[config.mk]
export PLATFORM = sky130hd
export DESIGN_NAME = pr4_timing_err_det
export DESIGN_NICKNAME = d
export VERILOG_FILES = /design/src/rtl/ted_pkg.sv /design/src/rtl/ted_window.sv /design/src/rtl/ted_err_form.sv /design/src/rtl/ted_gain_scale.sv /design/src/rtl/ted_hang_guard.sv /design/src/rtl/pr4_timing_err_det.sv
export SDC_FILE = /design/constraint.sdc
export NUM_CORES = 1
export LEC_CHECK = 0
export ABC_AREA = 1
export BUFFER_PORTS_ARGS = -buffer_cell sky130_fd_sc_hd__buf_2
export CORE_ASPECT_RATIO = 0.9
export CORE_MARGIN = 4
export CORE_UTILIZATION = 49
export CTS_CLUSTER_SIZE = 16
export DETAILED_ROUTE_END_ITERATION = 8
export PLACE_DENSITY = 0.69
export SLEW_MARGIN = 20
export SYNTH_ARGS = -nofsm -noshare
export SYNTH_HDL_FRONTEND = slang
export SYNTH_SLANG_ARGS = --single-unit
[constraint.sdc]
create_clock -name clk -period 27 [get_ports clk]
set_clock_uncertainty 0.2 [all_clocks]
set_input_delay 1.35 -clock clk [delete_from_list [all_inputs] [get_ports clk]]
set_output_delay 1.35 -clock clk [all_outputs]
set_load 0.05 [all_outputs]
[src/rtl/ted_pkg.sv]
package ted_pkg;

  typedef enum logic [1:0] {
    DEC_ZERO = 2'b00,
    DEC_POS  = 2'b01,
    DEC_RSV  = 2'b10,
    DEC_NEG  = 2'b11
  } ted_dec_e;

  // Ternary decision to a signed level; the spare code counts as zero.
  function automatic int dec_level(input logic [1:0] d);
    case (d)
      DEC_POS: return 1;
      DEC_NEG: return -1;
      default: return 0;
    endcase
  endfunction

  function automatic int mag_of(input int v);
    return (v < 0) ? -v : v;
  endfunction

  // Raw phase error of the middle entry of a three-sample window.
  function automatic int phase_err(input int x_new, input int lv_new,
                                   input int x_mid, input int lv_mid,
                                   input int lv_old);
    if (lv_mid == 0) begin
      if (lv_new > lv_old)      return x_mid;
      else if (lv_new < lv_old) return -x_mid;
      else                      return 0;
    end
    if (lv_new == lv_mid) return mag_of(x_new) - mag_of(x_mid);
    return 0;
  endfunction

  // Rounded-up reciprocal, so that truncation of the product is exact.
  function automatic int recip_const(input int frac, input int divisor);
    return ((1 << frac) + divisor - 1) / divisor;
  endfunction

endpackage

[src/rtl/ted_window.sv]
module ted_window #(
  parameter int W = 8
) (
  input  logic                clk,
  input  logic                rst_n,
  input  logic                in_valid,
  input  logic signed [W-1:0] sample,
  input  logic [1:0]          decision,
  output logic signed [W-1:0] x_mid,
  output logic [1:0]          d_mid,
  output logic [1:0]          d_old,
  output logic                win_ready
);

  localparam int CNT_W = 2;
  localparam logic [CNT_W-1:0] FULL = CNT_W'(2);

  logic [CNT_W-1:0] fill_cnt;

  always_ff @(posedge clk) begin
    if (!rst_n) begin
      x_mid    <= '0;
      d_mid    <= 2'b00;
      d_old    <= 2'b00;
      fill_cnt <= '0;
    end else if (in_valid) begin
      x_mid <= sample;
      d_mid <= decision;
      d_old <= d_mid;
      if (fill_cnt != FULL) fill_cnt <= fill_cnt + 1'b1;
    end
  end

  assign win_ready = (fill_cnt == FULL);

endmodule

[src/rtl/ted_err_form.sv]
module ted_err_form
  import ted_pkg::*;
#(
  parameter int W = 8
) (
  input  logic signed [W-1:0] x_new,
  input  logic [1:0]          d_new,
  input  logic signed [W-1:0] x_mid,
  input  logic [1:0]          d_mid,
  input  logic [1:0]          d_old,
  output logic signed [W:0]   raw
);

  int raw_i;

  always_comb begin
    raw_i = phase_err(int'(x_new), dec_level(d_new),
                      int'(x_mid), dec_level(d_mid), dec_level(d_old));
    raw   = (W+1)'(raw_i);
  end

endmodule

[src/rtl/ted_gain_scale.sv]
module ted_gain_scale
  import ted_pkg::*;
#(
  parameter int W      = 8,
  parameter int FRAC   = 12,
  parameter int DIV_LO = 6,
  parameter int DIV_HI = 10
) (
  input  logic signed [W:0] raw,
  input  logic              gain_sel,
  output logic signed [W:0] scaled
);

  localparam int NSEL = 2;
  localparam int PW   = W + 1 + FRAC;

  logic [W:0] raw_mag;
  logic [W:0] quot [NSEL];

  assign raw_mag = raw[W] ? (W+1)'(-raw) : raw;

  for (genvar gi = 0; gi < NSEL; gi++) begin : g_div
    localparam int DV = (gi == 0) ? DIV_LO : DIV_HI;
    localparam logic [FRAC-1:0] MK = FRAC'(recip_const(FRAC, DV));
    logic [PW-1:0] prod;
    assign prod     = {{FRAC{1'b0}}, raw_mag} * {{(W+1){1'b0}}, MK};
    assign quot[gi] = prod[FRAC +: W+1];
  end

  always_comb begin
    logic [W:0] q_sel;
    q_sel  = gain_sel ? quot[1] : quot[0];
    scaled = raw[W] ? -$signed(q_sel) : $signed(q_sel);
  end

endmodule

[src/rtl/ted_hang_guard.sv]
module ted_hang_guard #(
  parameter int HANG_N = 16
) (
  input  logic clk,
  input  logic rst_n,
  input  logic upd,
  input  logic clr,
  input  logic raw_pos,
  input  logic raw_neg,
  output logic fire
);

  localparam int CW = $clog2(HANG_N + 1);
  localparam logic [CW-1:0] LIMIT = CW'(HANG_N);

  logic [CW-1:0] run_len;
  logic          run_neg;
  logic [CW-1:0] run_nxt;
  logic          nonzero;
  logic          same_sign;

  assign nonzero   = raw_pos | raw_neg;
  assign same_sign = (run_len != '0) && (run_neg == raw_neg);
  assign run_nxt   = same_sign ? run_len + 1'b1 : CW'(1);
  assign fire      = upd && nonzero && (run_nxt == LIMIT);

  always_ff @(posedge clk) begin
    if (!rst_n || clr) begin
      run_len <= '0;
      run_neg <= 1'b0;
    end else if (upd) begin
      if (!nonzero || fire) run_len <= '0;
      else                  run_len <= run_nxt;
      run_neg <= raw_neg;
    end
  end

endmodule

[src/rtl/pr4_timing_err_det.sv]
module pr4_timing_err_det #(
  parameter int W        = 8,
  parameter int HANG_N   = 16,
  parameter int HANG_MAG = 32,
  parameter int FRAC     = 12,
  parameter int DIV_LO   = 6,
  parameter int DIV_HI   = 10,
  parameter int DSHIFT   = 6
) (
  input  logic                clk,
  input  logic                rst_n,
  input  logic                in_valid,
  input  logic signed [W-1:0] sample,
  input  logic [1:0]          decision,
  input  logic                sfc,
  input  logic                gain_sel,
  input  logic [6:0]          damp_code,
  output logic                err_valid,
  output logic signed [W:0]   err,
  output logic                pump_up,
  output logic                pump_dn,
  output logic [W:0]          pump_mag
);

  localparam int DW = 7;
  localparam int MW = W + 1 + DW;
  localparam logic signed [W:0] KICK_P = (W+1)'(HANG_MAG);
  localparam logic signed [W:0] KICK_N = -KICK_P;

  // Named internal events, also observed by the checker.
  logic                win_ready;
  logic                acc;
  logic                tracking;
  logic                hang_fire;
  logic signed [W-1:0] x_mid;
  logic [1:0]          d_mid;
  logic [1:0]          d_old;
  logic signed [W:0]   raw;
  logic signed [W:0]   scaled;
  logic signed [W:0]   next_err;
  logic [W:0]          next_mag;
  logic [MW-1:0]       damp_prod;

  assign acc = in_valid && win_ready;

  ted_window #(.W(W)) u_window (
    .clk       (clk),
    .rst_n     (rst_n),
    .in_valid  (in_valid),
    .sample    (sample),
    .decision  (decision),
    .x_mid     (x_mid),
    .d_mid     (d_mid),
    .d_old     (d_old),
    .win_ready (win_ready)
  );

  ted_err_form #(.W(W)) u_err_form (
    .x_new (sample),
    .d_new (decision),
    .x_mid (x_mid),
    .d_mid (d_mid),
    .d_old (d_old),
    .raw   (raw)
  );

  ted_gain_scale #(
    .W(W), .FRAC(FRAC), .DIV_LO(DIV_LO), .DIV_HI(DIV_HI)
  ) u_gain (
    .raw      (raw),
    .gain_sel (gain_sel),
    .scaled   (scaled)
  );

  ted_hang_guard #(.HANG_N(HANG_N)) u_hang (
    .clk     (clk),
    .rst_n   (rst_n),
    .upd     (acc && !tracking),
    .clr     (tracking),
    .raw_pos (!raw[W] && (raw != '0)),
    .raw_neg (raw[W]),
    .fire    (hang_fire)
  );

  // Mode: acquisition until the sync-field strobe, then tracking.
  always_ff @(posedge clk) begin
    if (!rst_n)   tracking <= 1'b0;
    else if (sfc) tracking <= 1'b1;
  end

  always_comb begin
    if (!acc)          next_err = '0;
    else if (tracking) next_err = scaled;
    else if (hang_fire) next_err = raw[W] ? KICK_N : KICK_P;
    else               next_err = raw;
    next_mag  = next_err[W] ? (W+1)'(-next_err) : next_err;
    damp_prod = {{DW{1'b0}}, next_mag} * {{(W+1){1'b0}}, damp_code};
  end

  always_ff @(posedge clk) begin
    if (!rst_n) begin
      err_valid <= 1'b0;
      err       <= '0;
      pump_up   <= 1'b0;
      pump_dn   <= 1'b0;
      pump_mag  <= '0;
    end else begin
      err_valid <= acc;
      err       <= next_err;
      pump_up   <= acc && !next_err[W] && (next_err != '0);
      pump_dn   <= acc && next_err[W];
      pump_mag  <= acc ? damp_prod[DSHIFT +: W+1] : '0;
    end
  end

endmodule

==> impl_results.md <==
- Sw Share: 0.571
- CTS Buffer Depth: 2
- Least-Margin Pin Slew: 876 ps
- Cell Area, Placed: approximately 9000 µm²
- Startpoint type of the worst setup path: input port
- Net Switching: 0.000445 W
- Post-CTS setup buffers: 0
- Post-CTS Hold Buffers: 0
- Register area share after synthesis: 0.0979
- Routing usage on met2: 0.364
- First-pass GRT wire length: 36.0 mm
- Gpl congestion: 0.946
- DR vias: 8064
- Clock power frac: 0.085
- CP arrival: ~13000 ps
- Int Power: 0.000334 W
- Vias in the first global route: ~7600
- Fin nets: 1550
- Worst vdd ir: around 0.00004 V
- Relative slew margins: 0.410
- Initial Util: 0.503
- Post-synthesis area per instance: 6.63 µm²
- Post-DRT Antenna Nets: 0
- Worst endpoint required time: 26950 ps
- Met1 usage: 0.313
- Root buffer cell: clkbuf_16
- Fill count: 1700
- IO Pins: 43
- MaxCap Viol Count: 0
- Busiest grt layer: met2
- Outcome: completed
- Largest net degree at the start of global routing: 25
- TritonCTS Buffers: 5
- CP max FO: 18
- CTS Sinks: 42
- First drt pass iteration count: 5
- Peak per-stage delay on the critical path: 530 ps
- Synth cell types: 48
- Synth top area cells: ha_1 (19%), fa_1 (15%), nand2_1 (13%)
- Setup TNS: 0 ps
- Design area: ~9000 µm²
- Most frequent cells in the layout: nand2_1 (298), inv_1 (272), ha_1 (132)
- Cell Area, Synth: around 8600 µm²
- Die X: 148 µm
- Worst hold slack: 274 ps
- Number of gates resized after CTS: 0
- Min Tclk post-route: 12880 ps
- Max Freq: 77.6 MHz
- Proportion of netlist area held by the largest area contributor: 0.192
- Clock Latency Late Sink: 280 ps
- Crit-path slowest cell: fa_1
- HP Class: reg -> reg
- H-Tree Depth: 2
- Syn Nets: 1513
- Setup Crit Path Kind: in -> reg
- Unrepaired setup endpoints after global routing: false
- Core footprint: 17100 µm²
- Crit share post-route: 0.477
- P&R area growth vs syn: 7.21%
- Die Y: ~130 µm
- Seq cells post-synth: 42
- Antenna fix cells: 0
- Hold Vio Cnt, Final: 0
- Area leader, netlist: ha_1
- Via/cell ratio: 5.14
- Detail Placement HPWL: 18.6 mm
- Antenna violations before repair: 0
- Yosys Warn Count: 0
- Final setup violating endpoints: 0
- Comb pwr share: 0.828
- Most common cell after layout, fill and taps aside: nand2_1
- Residual DRC: 0
- Critical path endpoint category: flop
- Post-synth EDFFs: 0
- DR WL/cell: 13.6 µm
- Power Density: 84.6 nW/µm²
- Grt ovf: 0
- Total track usage: 0.219
- Final Max Slew Viols: 0
- Core Rows: 45
- Fraction of registers with async set/reset: 0
- Pleak: 5.34 nW
- Gate Count Post-Synth: 1296
- Die area: about 20000 µm²
- Final wirelength: 21.4 mm
- Top FF cell, synth: dfxtp_1
- Drt initial violations: 530
- Global Route met3 Usage: 0.0255
- Share of layout cells above drive strength 1: 0.0885
- Seq pwr share: 0.086
- CTS clk-pin slew, worst paths: 60 ps
- Port Buffers: 42
- Cell mode on critical path: nand2_1
- CTS tree: done
area by class of cell:
cell class / instances / area (µm²) / share of cell area
multi-input cells: 954 / 6620 / 0.718
repair buffers: 42 / 210 / 0.0228
inverters: 288 / 1080 / 0.118
flip-flops and latches: 42 / 841 / 0.0913
clock inverters: 3 / 40.0 / 0.00435
well taps: 235 / 294 / 0.0319
clock buffers: 5 / 125 / 0.0136
cells by family (layout without fill, tap and decap cells):
logic type,count (synthesis),in the layout,synth area share
xor+xnor,27,27,0.0284
buf+inv,300,338,0.132
compound gates,125,125,0.0795
fa+ha+maj,195,195,0.339
simple gates,607,607,0.323
flops,42,42,0.0979
metal layers:
metal  routed length [µm]  up-vias
li1                     -     4139
met1                10200     3689
met2                 9650      215
met3                 1230       21
met4                  238        0
met5                    0        -
worst max-delay path: cells and delay by family:
kind,cells,cell delay (ps)
xor gates and xnor gates,1,490
AOI/OAI and AO/OA,7,1400
and+or+nand+nor,25,3020
buffers and inverters,12,1020
adders and majority gates,13,5560
worst paths after layout:
check	startpoint	end	slack, ps	cells past startpoint
max	sample[0]	pump_mag[7]$_SDFF_PN0_	14120	58
min	u_window.d_mid[1]$_SDFFE_PN0P_	u_window.d_old[1]$_SDFFE_PN0P_	270	2
max reg2reg	u_window.x_mid[0]$_SDFFE_PN0P_	pump_mag[7]$_SDFF_PN0_	14790	60
min reg2reg	u_window.d_mid[1]$_SDFFE_PN0P_	u_window.d_old[1]$_SDFFE_PN0P_	270	2
power groups by stage:
| stage | sequential [W] | combinational (W) | clock, W |
|---|---|---|---|
| after floorplan | 0.0000694 | 0.000497 | 0 |
| after global placement | 0.0000685 | 0.000635 | 0 |
| after detailed placement | 0.0000685 | 0.000639 | 0 |
| after CTS | 0.0000671 | 0.000644 | 0.0000677 |
| after global routing | 0.0000675 | 0.000754 | 0.0000707 |
| final | 0.0000671 | 0.000646 | 0.0000666 |
stage by stage:
stage,utilization,setup slack (ps),power (W),instances
CTS,0.540,14210,0.000779,1569
floorplan,-,15310,0.000567,1296
global route,0.540,13240,0.000892,1569
detailed placement,0.530,13960,0.000707,1561
global placement,0.530,14180,0.000703,1561
finish,0.540,14120,0.000779,1569
flip-flops by register name, indices dropped and copies added (netlist names):
signal / cells
err: 9
err_valid: 1
pump_dn: 1
pump_mag: 9
pump_up: 1
tracking: 1
u_hang.run_len: 5
u_hang.run_neg: 1
u_window.d_mid: 2
u_window.d_old: 2
u_window.fill_cnt: 2
u_window.x_mid: 8
synth_stat cells, types with 18 or more instances:
library cell  count
nand2_1         298
inv_1           272
ha_1            132
nor2_1          118
nand3_1          88
a21oi_1          63
fa_1             63
dfxtp_1          42
o21ai_0          38
nand4_1          27
xor2_1           20
nand2_2          18
Note: power is estimated with default switching activity, not from simulation.
